File: config.mk
export PLATFORM = sky130hd
export DESIGN_NAME = tx_ramp_ctrl
export DESIGN_NICKNAME = d
export VERILOG_FILES = /design/src/rtl/tx_ramp_ctrl.sv
export SDC_FILE = /design/constraint.sdc
export NUM_CORES = 1
export LEC_CHECK = 0
export CAP_MARGIN = 25
export CORE_MARGIN = 3
export CORE_UTILIZATION = 40
export CTS_BUF_LIST = sky130_fd_sc_hd__clkbuf_8
export DETAILED_ROUTE_END_ITERATION = 10
export PLACE_DENSITY = 0.59
export SETUP_SLACK_MARGIN = 0.02
export SYNTH_ARGS = -nofsm -noshare
export SYNTH_HDL_FRONTEND = slang
export SYNTH_SLANG_ARGS = --single-unit
File: constraint.sdc
create_clock -name clk -period 4 [get_ports clk]
set_input_delay 0.4 -clock clk [delete_from_list [all_inputs] [get_ports clk]]
set_output_delay 0.4 -clock clk [all_outputs]
set_load 0.03 [all_outputs]
File: src/rtl/tx_ramp_ctrl.sv
module tx_ramp_ctrl #(
  parameter int W      = 11,
  parameter int STEP_W = 9,
  parameter int IDX_W  = 6
) (
  input  logic              clk,
  input  logic              rst_n,
  input  logic              tick,
  input  logic              ramp_up,
  input  logic [STEP_W-1:0] up_inc,
  input  logic [STEP_W-1:0] dn_dec,
  input  logic [W-1:0]      gain_lvl,
  input  logic              nonlin,
  output logic [W-1:0]      amp,
  output logic              dn_done
);
  localparam int SW = W + 1;
  localparam int N = 1 << IDX_W;
  localparam longint unsigned FULL = (64'd1 << W) - 1;
  localparam longint unsigned M = N - 1;

  logic [W-1:0] rcr;
  logic [W-1:0] lut [N];

  wire [SW-1:0] up_sum  = {1'b0, rcr} + SW'(up_inc);
  wire [W-1:0]  up_next = (up_sum >= {1'b0, gain_lvl}) ? gain_lvl : up_sum[W-1:0];
  wire          dn_zero = rcr <= W'(dn_dec);
  wire [W-1:0]  dn_next = dn_zero ? '0 : rcr - W'(dn_dec);

  always_ff @(posedge clk) begin
    if (!rst_n) begin
      rcr     <= '0;
      dn_done <= 1'b0;
    end else if (tick) begin
      rcr     <= ramp_up ? up_next : dn_next;
      dn_done <= ramp_up ? 1'b0 : dn_zero;
    end
  end

  for (genvar g = 0; g < N; g++) begin : g_lut
    localparam longint unsigned K = g;
    localparam longint unsigned NUM = K * K * (3 * M - 2 * K);
    assign lut[g] = W'(NUM * FULL / (M * M * M));
  end

  assign amp = nonlin ? lut[rcr[W-1 -: IDX_W]] : rcr;

  a_r3_under_gain: assert property (@(posedge clk) disable iff (!rst_n)
    (tick && ramp_up) |=> amp <= $past(gain_lvl) || nonlin)
    else $error("R3 ramp above gain");
  a_r4_down_mono: assert property (@(posedge clk) disable iff (!rst_n)
    (tick && !ramp_up) |=> rcr <= $past(rcr))
    else $error("R4 ramp rose on down tick");
  a_r5_hold: assert property (@(posedge clk) disable iff (!rst_n)
    !tick |=> $stable(rcr) && $stable(dn_done))
    else $error("R5 change without tick");
  a_r8_done_zero: assert property (@(posedge clk) disable iff (!rst_n)
    dn_done |-> rcr == '0)
    else $error("R8 done with nonzero ramp");
  a_r8_done_clear: assert property (@(posedge clk) disable iff (!rst_n)
    (tick && ramp_up) |=> !dn_done)
    else $error("R8 done not cleared");
endmodule

Yosys cells after proc, flatten, opt, wreduce, memory -nomap -nowiden
Memory sizes are Yosys's and may differ from the RTL's.
Index checks and enable logic that the tools add are counted.
{"block": "word_totals", "register_bits": 12, "romBits": 704, "input_bits": 34, "out_inout_bits": 12, "word_cells": 16, "n_memories": 1}
{"memory": "(name not given)", "depth": 64, "word_bits": 11, "read_ports": 1, "rd_clocked_by_memory_dff": 0, "wr": 0, "line": "46", "source": "assign amp = nonlin ? lut[rcr[W-1 -: IDX_W]] : rcr;"}
{"block": "op_classes", "add_sub_neg": 2, "order_cmp": 3, "n_mux": 7, "n_bitwise": 1}
{"operator": "$mux W11", "count": 6}
{"operator": "$add A11 B9 Y12", "count": 1}
{"operator": "$ge A12 B11 Y1", "count": 1}
{"operator": "$le A11 B9 Y1", "count": 1}
{"operator": "$sub A11 B9 Y11", "count": 1}
{"operator": "$ge A7 B7 Y1 const B", "count": 1}
{"operator": "$not A6 Y7", "count": 1}
{"operator": "$mux W1", "count": 1}

Longest topological paths before layout
Gate-level depths: netlist of run 1.
{"block": "logic_depth", "depth_word": 5, "depth_mapped": 16, "mapped_depth_nobuf": 15}

Worst setup path after synthesis of run 1
Ideal clock, no wire load.
{"block": "synth_path", "path_type": "in2reg", "from": "input port up_inc[0]", "to": "register rcr[9]", "setup_ns": 0.074, "arrival_ns": 3.255, "required_time_ns": 3.926, "setup_slack_ns": 0.671, "path_stages": 16, "n_path_buf": 1, "cell_sequence": "ha_1 > inv_1 > fa_1 > nor2b_1 > o31a_1 > o211a_1 > o21a_1 > o21ai_1 > xnor2_1 > ha_1 > a211oi_1 > a32o_1 > buf_2 > mux2i_1 > o211ai_1 > a31oi_1"}
{"block": "synth_via", "elab_chain_cells": 4}
{"element": "start: declaration", "line": "10", "source": "input logic [STEP_W-1:0] up_inc,"}
{"element": "$add A11 B9 Y12 (*)", "line": "25", "source": "wire [SW-1:0] up_sum = {1'b0, rcr} + SW'(up_inc);"}
{"element": "$ge A12 B11 Y1", "line": "26", "source": "wire [W-1:0] up_next = (up_sum >= {1'b0, gain_lvl}) ? gain_lvl : up_sum[W-1:0];"}
{"element": "$mux W11 (*)", "line": "26"}
{"element": "$mux W11 (*)", "line": "35", "source": "rcr <= ramp_up ? up_next : dn_next;"}
{"element": "end signal: assignment", "line": "35"}
{"element": "end: declaration", "line": "22", "source": "logic [W-1:0] rcr;"}
Mark *: on every way between the ends. The rest lies on a longest branch, timed or not.
A chain may end at the register's enable or synchronous reset.

Worst setup path after layout of run 1
{"block": "layout_path", "from": "input port up_inc[0]", "to": "register rcr[8]"}
Same word-level chain as after synthesis.

==> impl_results.md, run 1 <==
- Outcome: finished clean
- Combinational share of power: 72.4%
- Crit Path Category: primary input to flip-flop
- Clock Power Share: 12.6%
- Port bufs: 45
- Metal-1 WL: 4.017 mm
- Share of cells above drive strength 1: 7.839%
- Fmax: 265.4 MHz
- Post-synth top cells: 53 x a21oi_1, 41 x ha_1, 39 x o21ai_0
- Top layer in use: met4
- Clock transition at path regs: 0.06 ns
- Synth area leaders: ha_1 17%, a21oi_1 8.7%, dfxtp_1 7.9%, o21ai_0 6.4%, inv_1 4.6%
- Synthesized flop and latch total: 12
- Clock period minus worst slack: 3.768 ns
- CTS H-Tree Depth: 1
- Power per standard cell area: 297.2 nW/um2
- WL met3: 395 um
- Nets: 550
- Drt initial violations: 114
- DIE WIDTH: 93.13 um
- Worst-case vdd ir drop: 0.2765 mV
- Final Max Tran Viols: 0
- CP max FO: 10
- Leakage: 1.473 nW
- Antenna cells: 0
- Seq pwr share: 15.0%
- Synth unique cells: 64
- Largest net degree at the start of global routing: 59
- Syn Inst Count: 441
- Worst slew pin tran: 0.9169 ns
- Antenna violations before repair: 0
- Multi-input gate area: 2516 um2
- Die area: 8673 um2
- Final setup violation count: 0
- Pre-CTS setup slack: -0.04982 ns
- Worst setup SP type: primary input
- Initial Utilization: 41.64%
- Final Hold Fails: 0
- Switching share of power: 48.10%
- CTS tree: built
- Psw: 0.5191 mW
- Skew final: 0.001536 ns
- Worst-Skew Late Latency: 0.24 ns
- Post-Syn Area: 3037 um2
- Cell-internal power: 0.5601 mW
- Max-cap violations: 0
- # hold bufs at CTS: 0
- Yosys top cell by area: ha_1
- Register area: 241.5 um2
- Row count: 31
- Number of global-route vias before repair: 3,174
- Number of synthesized flops with an enable pin: 0
- Share of the synthesized area in the top cell type: 16.89%
- Clock tree buffer depth: 2
- Top_reg_cell synth: dfxtp_1
- Syn Nets: 518
- Final worst path period share: 94.21%
- Worst Path Required: 4.16 ns
- Hold slack: 0.4734 ns
- PnR worst setup slack: 0.2316 ns
- Global placement routability congestion: 0.8429
- Routed via count: 3,343
- Filler cell count: 790
- Crit. End Element: flip-flop
- Most frequent cell after synthesis: a21oi_1
- GRT Util Overall: 20.58%
- Pre-Repair DR Iteration Count: 4
- Post-Syn Area per Cell: 6.886 um2
- Total power: 1.079 mW
- I/O pin cnt: 46
- DR WL/cell: 15.82 um
- Routed Antenna Nets: 0
- Arrival time at the worst endpoint: 3.93 ns
- Post-synthesis sequential area ratio: 7.911%
- Met2 Wirelength: 4.540 mm
- TritonCTS buffer count: 3
- Min-delay worst type: flip-flop to flip-flop
- Vias per inst: 5.855
- Yosys Warn Count: 0
- Async SR Flop Fraction: 0%
- Max_slew headroom: 38.79%
- Post-route DRC: 0
- DP Area: 3555 um2
- Clk sinks: 12
- First-pass GRT wire length: 14.88 mm
- Total routed wirelength: 9.032 mm
- HPWL Detailed: 6.921 mm
- Area growth syn-to-layout: 19.57%
- Post-route cell area: 3631 um2
- Core ar.: 7292 um2
- Overflow after GRT: 0
- CTS root buf: clkbuf_8
- Die Ht: 93.13 um
==> metal layers <==
layer | track usage [%] | up-vias
met1 | 27.10 | 1563
li1 | - | 1685
met3 | 1.609 | 5
met4 | 2.930 | 0
met5 | 0 | -
met2 | 37.31 | 90
==> kinds of logic after synthesis <==
family / count (synthesis) / synth area share (%)
buffers and inverters: 70 / 9.435
XOR/XNOR: 12 / 3.461
adder cells (fa/ha/maj): 43 / 18.21
flip-flops: 12 / 7.911
AND/OR/NAND/NOR: 117 / 18.83
AO/OA/AOI/OAI: 176 / 37.87
multiplexers: 11 / 4.285
==> cells in the final DEF (no fill, tap or decap), types with 11 or more instances in the layout <==
cell type         n
inv_1            37
clkdlybuf4s50_1  45
a31oi_1          11
ha_1             41
dfxtp_1          11
nor2_1           29
a21oi_1          53
nand2_1          28
o21ai_0          39
buf_4            13
==> critical path, stage by stage <==
cell             delay, ns
clkdlybuf4s50_1       0.46
ha_1                  0.16
inv_1                 0.05
fa_1                  0.39
nor2b_1               0.16
o31a_1                0.21
o211a_1               0.20
o21a_1                0.13
o21ai_1               0.09
xnor2_1               0.15
ha_1                  0.34
o21ai_0               0.15
a32oi_2               0.42
o21ai_1               0.18
or2_1                 0.24
a41oi_2               0.18
==> worst paths after layout <==
| path | slack (ns) | start | depth (start not counted) | to |
|---|---|---|---|---|
| hold reg to reg | 0.47 | dn_done | 2 | dn_done |
| hold / removal | 0.47 | dn_done | 2 | dn_done |
| setup reg to reg | 0.40 | rcr[2] | 13 | rcr[8] |
| setup / recovery | 0.23 | up_inc[0] | 16 | rcr[8] |
==> state kept, by name (all words and copies together), names as in the netlist <==
register,flops
dn_done,1
rcr,11
==> per-stage QoR <==
stage / setup TNS (ns) / util [%] / std cells
final: 0 / 49.79 / 571
after global routing: -0.04964 / 49.79 / 571
after CTS: 0 / 49.50 / 569
after detailed placement: -0.1790 / 48.75 / 565
after global placement: 0 / 48.75 / 565
after floorplan: 0 / - / 441
==> cell type report <==
cell class                 instances  share of cell area [%]
clock buffer                       4                   1.516
inverter                          39                   4.032
multi-input combinational        359                   69.30
sequential                        12                   6.651
tap                               99                   3.411
timing repair buffer              58                   15.09
==> power groups by stage <==
| stage | combinational, mW | clock, mW | sequential [mW] |
|---|---|---|---|
| 2_1_floorplan | 0.576 | 0 | 0.149 |
| 3_3_place_gp | 0.759 | 0 | 0.164 |
| 3_5_place_dp | 0.766 | 0 | 0.164 |
| 4_1_cts | 0.770 | 0.136 | 0.161 |
| 5_1_grt | 0.875 | 0.138 | 0.163 |
| 6_report | 0.781 | 0.136 | 0.162 |
==> timing repair <==
item                       4_1_cts  5_1_grt
gates resized for setup          0        2
setup endpoints to repair        0        9
setup buffers                    0        2
No activity file was read; power rests on OpenSTA's default activity.
==> run 2, diff against run 1 <==
--- a/config.mk
+++ b/config.mk
@@ -10,7 +10,9 @@
 export CORE_UTILIZATION = 40
 export CTS_BUF_LIST = sky130_fd_sc_hd__clkbuf_8
 export DETAILED_ROUTE_END_ITERATION = 10
+export GPL_ROUTABILITY_DRIVEN = 0
 export PLACE_DENSITY = 0.59
+export RECOVER_POWER = 50
 export SETUP_SLACK_MARGIN = 0.02
 export SYNTH_ARGS = -nofsm -noshare
 export SYNTH_HDL_FRONTEND = slang
==> impl_results.md, run 2 (synthesis gave the netlist of run 1 again) <==
- Outcome: finished clean
- Drt initial violations: 112
- Worst Path Required: 4.16 ns
- Antenna cells: 0
- Largest net degree at the start of global routing: 59
- TritonCTS buffer count: 3
- Routed via count: 3,321
- Vias per inst: 5.816
- Max reg flops: 11
- Final Util: 49.73%
- Number of global-route vias before repair: 3,174
- Non-Filler Instances: 571
- Final worst path period share: 94.21%
- Share of cells above drive strength 1: 7.627%
- Die area: 8673 um2
- Hold slack: 0.4700 ns
- Clk sinks: 12
- Commonest non-fill, non-tap cell in the layout: a21oi_1
- DP Cell Count: 565
- Antenna violations before repair: 0
- Clock transition at path regs: 0.06 ns
- Crit Path Category: primary input to flip-flop
- Total routed wirelength: 9.074 mm
- Min-delay worst type: flip-flop to flip-flop
- Worst-Skew Late Latency: 0.24 ns
- Max-cap violations: 0
- Cell family with most CP delay: compound AO/OA/AOI/OAI gates
- HPWL Detailed: 6.921 mm
- Max_slew headroom: 40.13%
- Core ar.: 7292 um2
- Row count: 31
- Post-route cell area: 3626 um2
- Initial Utilization: 41.64%
- CP max FO: 10
- DR WL/cell: 15.89 um
- Crit-path slowest cell: clkdlybuf4s50_1
- Pre-CTS setup slack: -0.04982 ns
- Area growth syn-to-layout: 19.41%
- I/O pin cnt: 46
- Final Max Tran Viols: 0
- DIE WIDTH: 93.13 um
- CP Cell Sequence: clkdlybuf4s50_1 -> ha_1 -> inv_1 -> fa_1 -> nor2b_1 -> o31a_1 -> o211a_1 -> o21a_1 -> o21ai_1 -> xnor2_1 -> ha_1 -> o21ai_0 -> a32oi_2 -> o21ai_1 -> or2_1 -> a41oi_2
- Worst slew pin tran: 0.8968 ns
- Crit path buffers/inverters: 2
- CTS tree: built
- Arrival time at the worst endpoint: 3.93 ns
- Power per standard cell area: 296.3 nW/um2
- Die Ht: 93.13 um
- # hold bufs at CTS: 0
- DP Area: 3555 um2
- Port bufs: 45
- Skew final: 0.002249 ns
- Largest Register: rcr
- Worst setup SP type: primary input
- Clock period minus worst slack: 3.768 ns
- Nets: 550
- Final setup violation count: 0
- CP max stage delay: 0.46 ns
- CTS H-Tree Depth: 1
- Crit. End Element: flip-flop
- Post-route DRC: 0
- Leakage: 1.486 nW
- GRT Util Overall: 20.58%
- Fmax: 265.4 MHz
- Commonest non-fill, non-tap cells in the layout: 53 x a21oi_1, 41 x ha_1, 39 x o21ai_0, 39 x clkdlybuf4s50_1, 37 x inv_1
- Final Hold Fails: 0
- PnR worst setup slack: 0.2315 ns
- First-pass GRT wire length: 14.88 mm
- Clock tree buffer depth: 2
- Routed Antenna Nets: 0
- Biggest regs: rcr: 11 flops, dn_done: 1 flops
- Overflow after GRT: 0
- CTS root buf: clkbuf_8
- Worst-case vdd ir drop: 0.2765 mV
- Pre-Repair DR Iteration Count: 4
run 2: worst min-delay path: stages, from the launching register on:
cell and delay [ns]:
dfxtp_1 0.31, nand2b_1 0.06, a21oi_1 0.05
run 2: power breakdown:
| part | switching (mW) | internal (mW) | total [mW] |
|---|---|---|---|
| logic | 0.441 | 0.336 | 0.777 |
| registers | 0.0286 | 0.133 | 0.162 |
| clock network | 0.0486 | 0.0871 | 0.136 |
| total | 0.518 | 0.556 | 1.07 |
run 2: worst paths after layout:
check	cells after the start	slack [ns]	from	endpoint
worst max register to register	13	0.40	rcr[2]	rcr[8]
worst min register to register	2	0.47	dn_done	dn_done
worst max-delay path	16	0.23	up_inc[0]	rcr[8]
worst min-delay path	2	0.47	dn_done	dn_done
run 2: cell type report:
| type | count | area, um2 |
|---|---|---|
| timing repair buffer | 58 | 545.5 |
| fill | 791 | 3666 |
| sequential | 12 | 241.5 |
| clock buffer | 4 | 55.05 |
| multi-input combinational | 359 | 2514 |
| inverter | 39 | 146.4 |
| tap | 99 | 123.9 |
run 2: stage by stage:
stage / total power, mW / TNS (ns)
global placement: 0.9231 / 0
finish: 1.074 / 0
CTS: 1.067 / 0
detailed placement: 0.9297 / -0.1790
floorplan: 0.7246 / 0
global route: 1.172 / -0.04884
run 2: timing repair:
item | 4_1_cts | 5_1_grt
endpoints found under the setup margin | 0 | 9
resized for setup | 0 | 2
buffers inserted | 0 | 2
run 2: routing by layer:
metal  global-route usage (%)  routed length [um]
met2                    37.31                4596
met3                    1.609                 359
met1                    27.10                4037
met4                    2.930                  79
met5                        0                   0
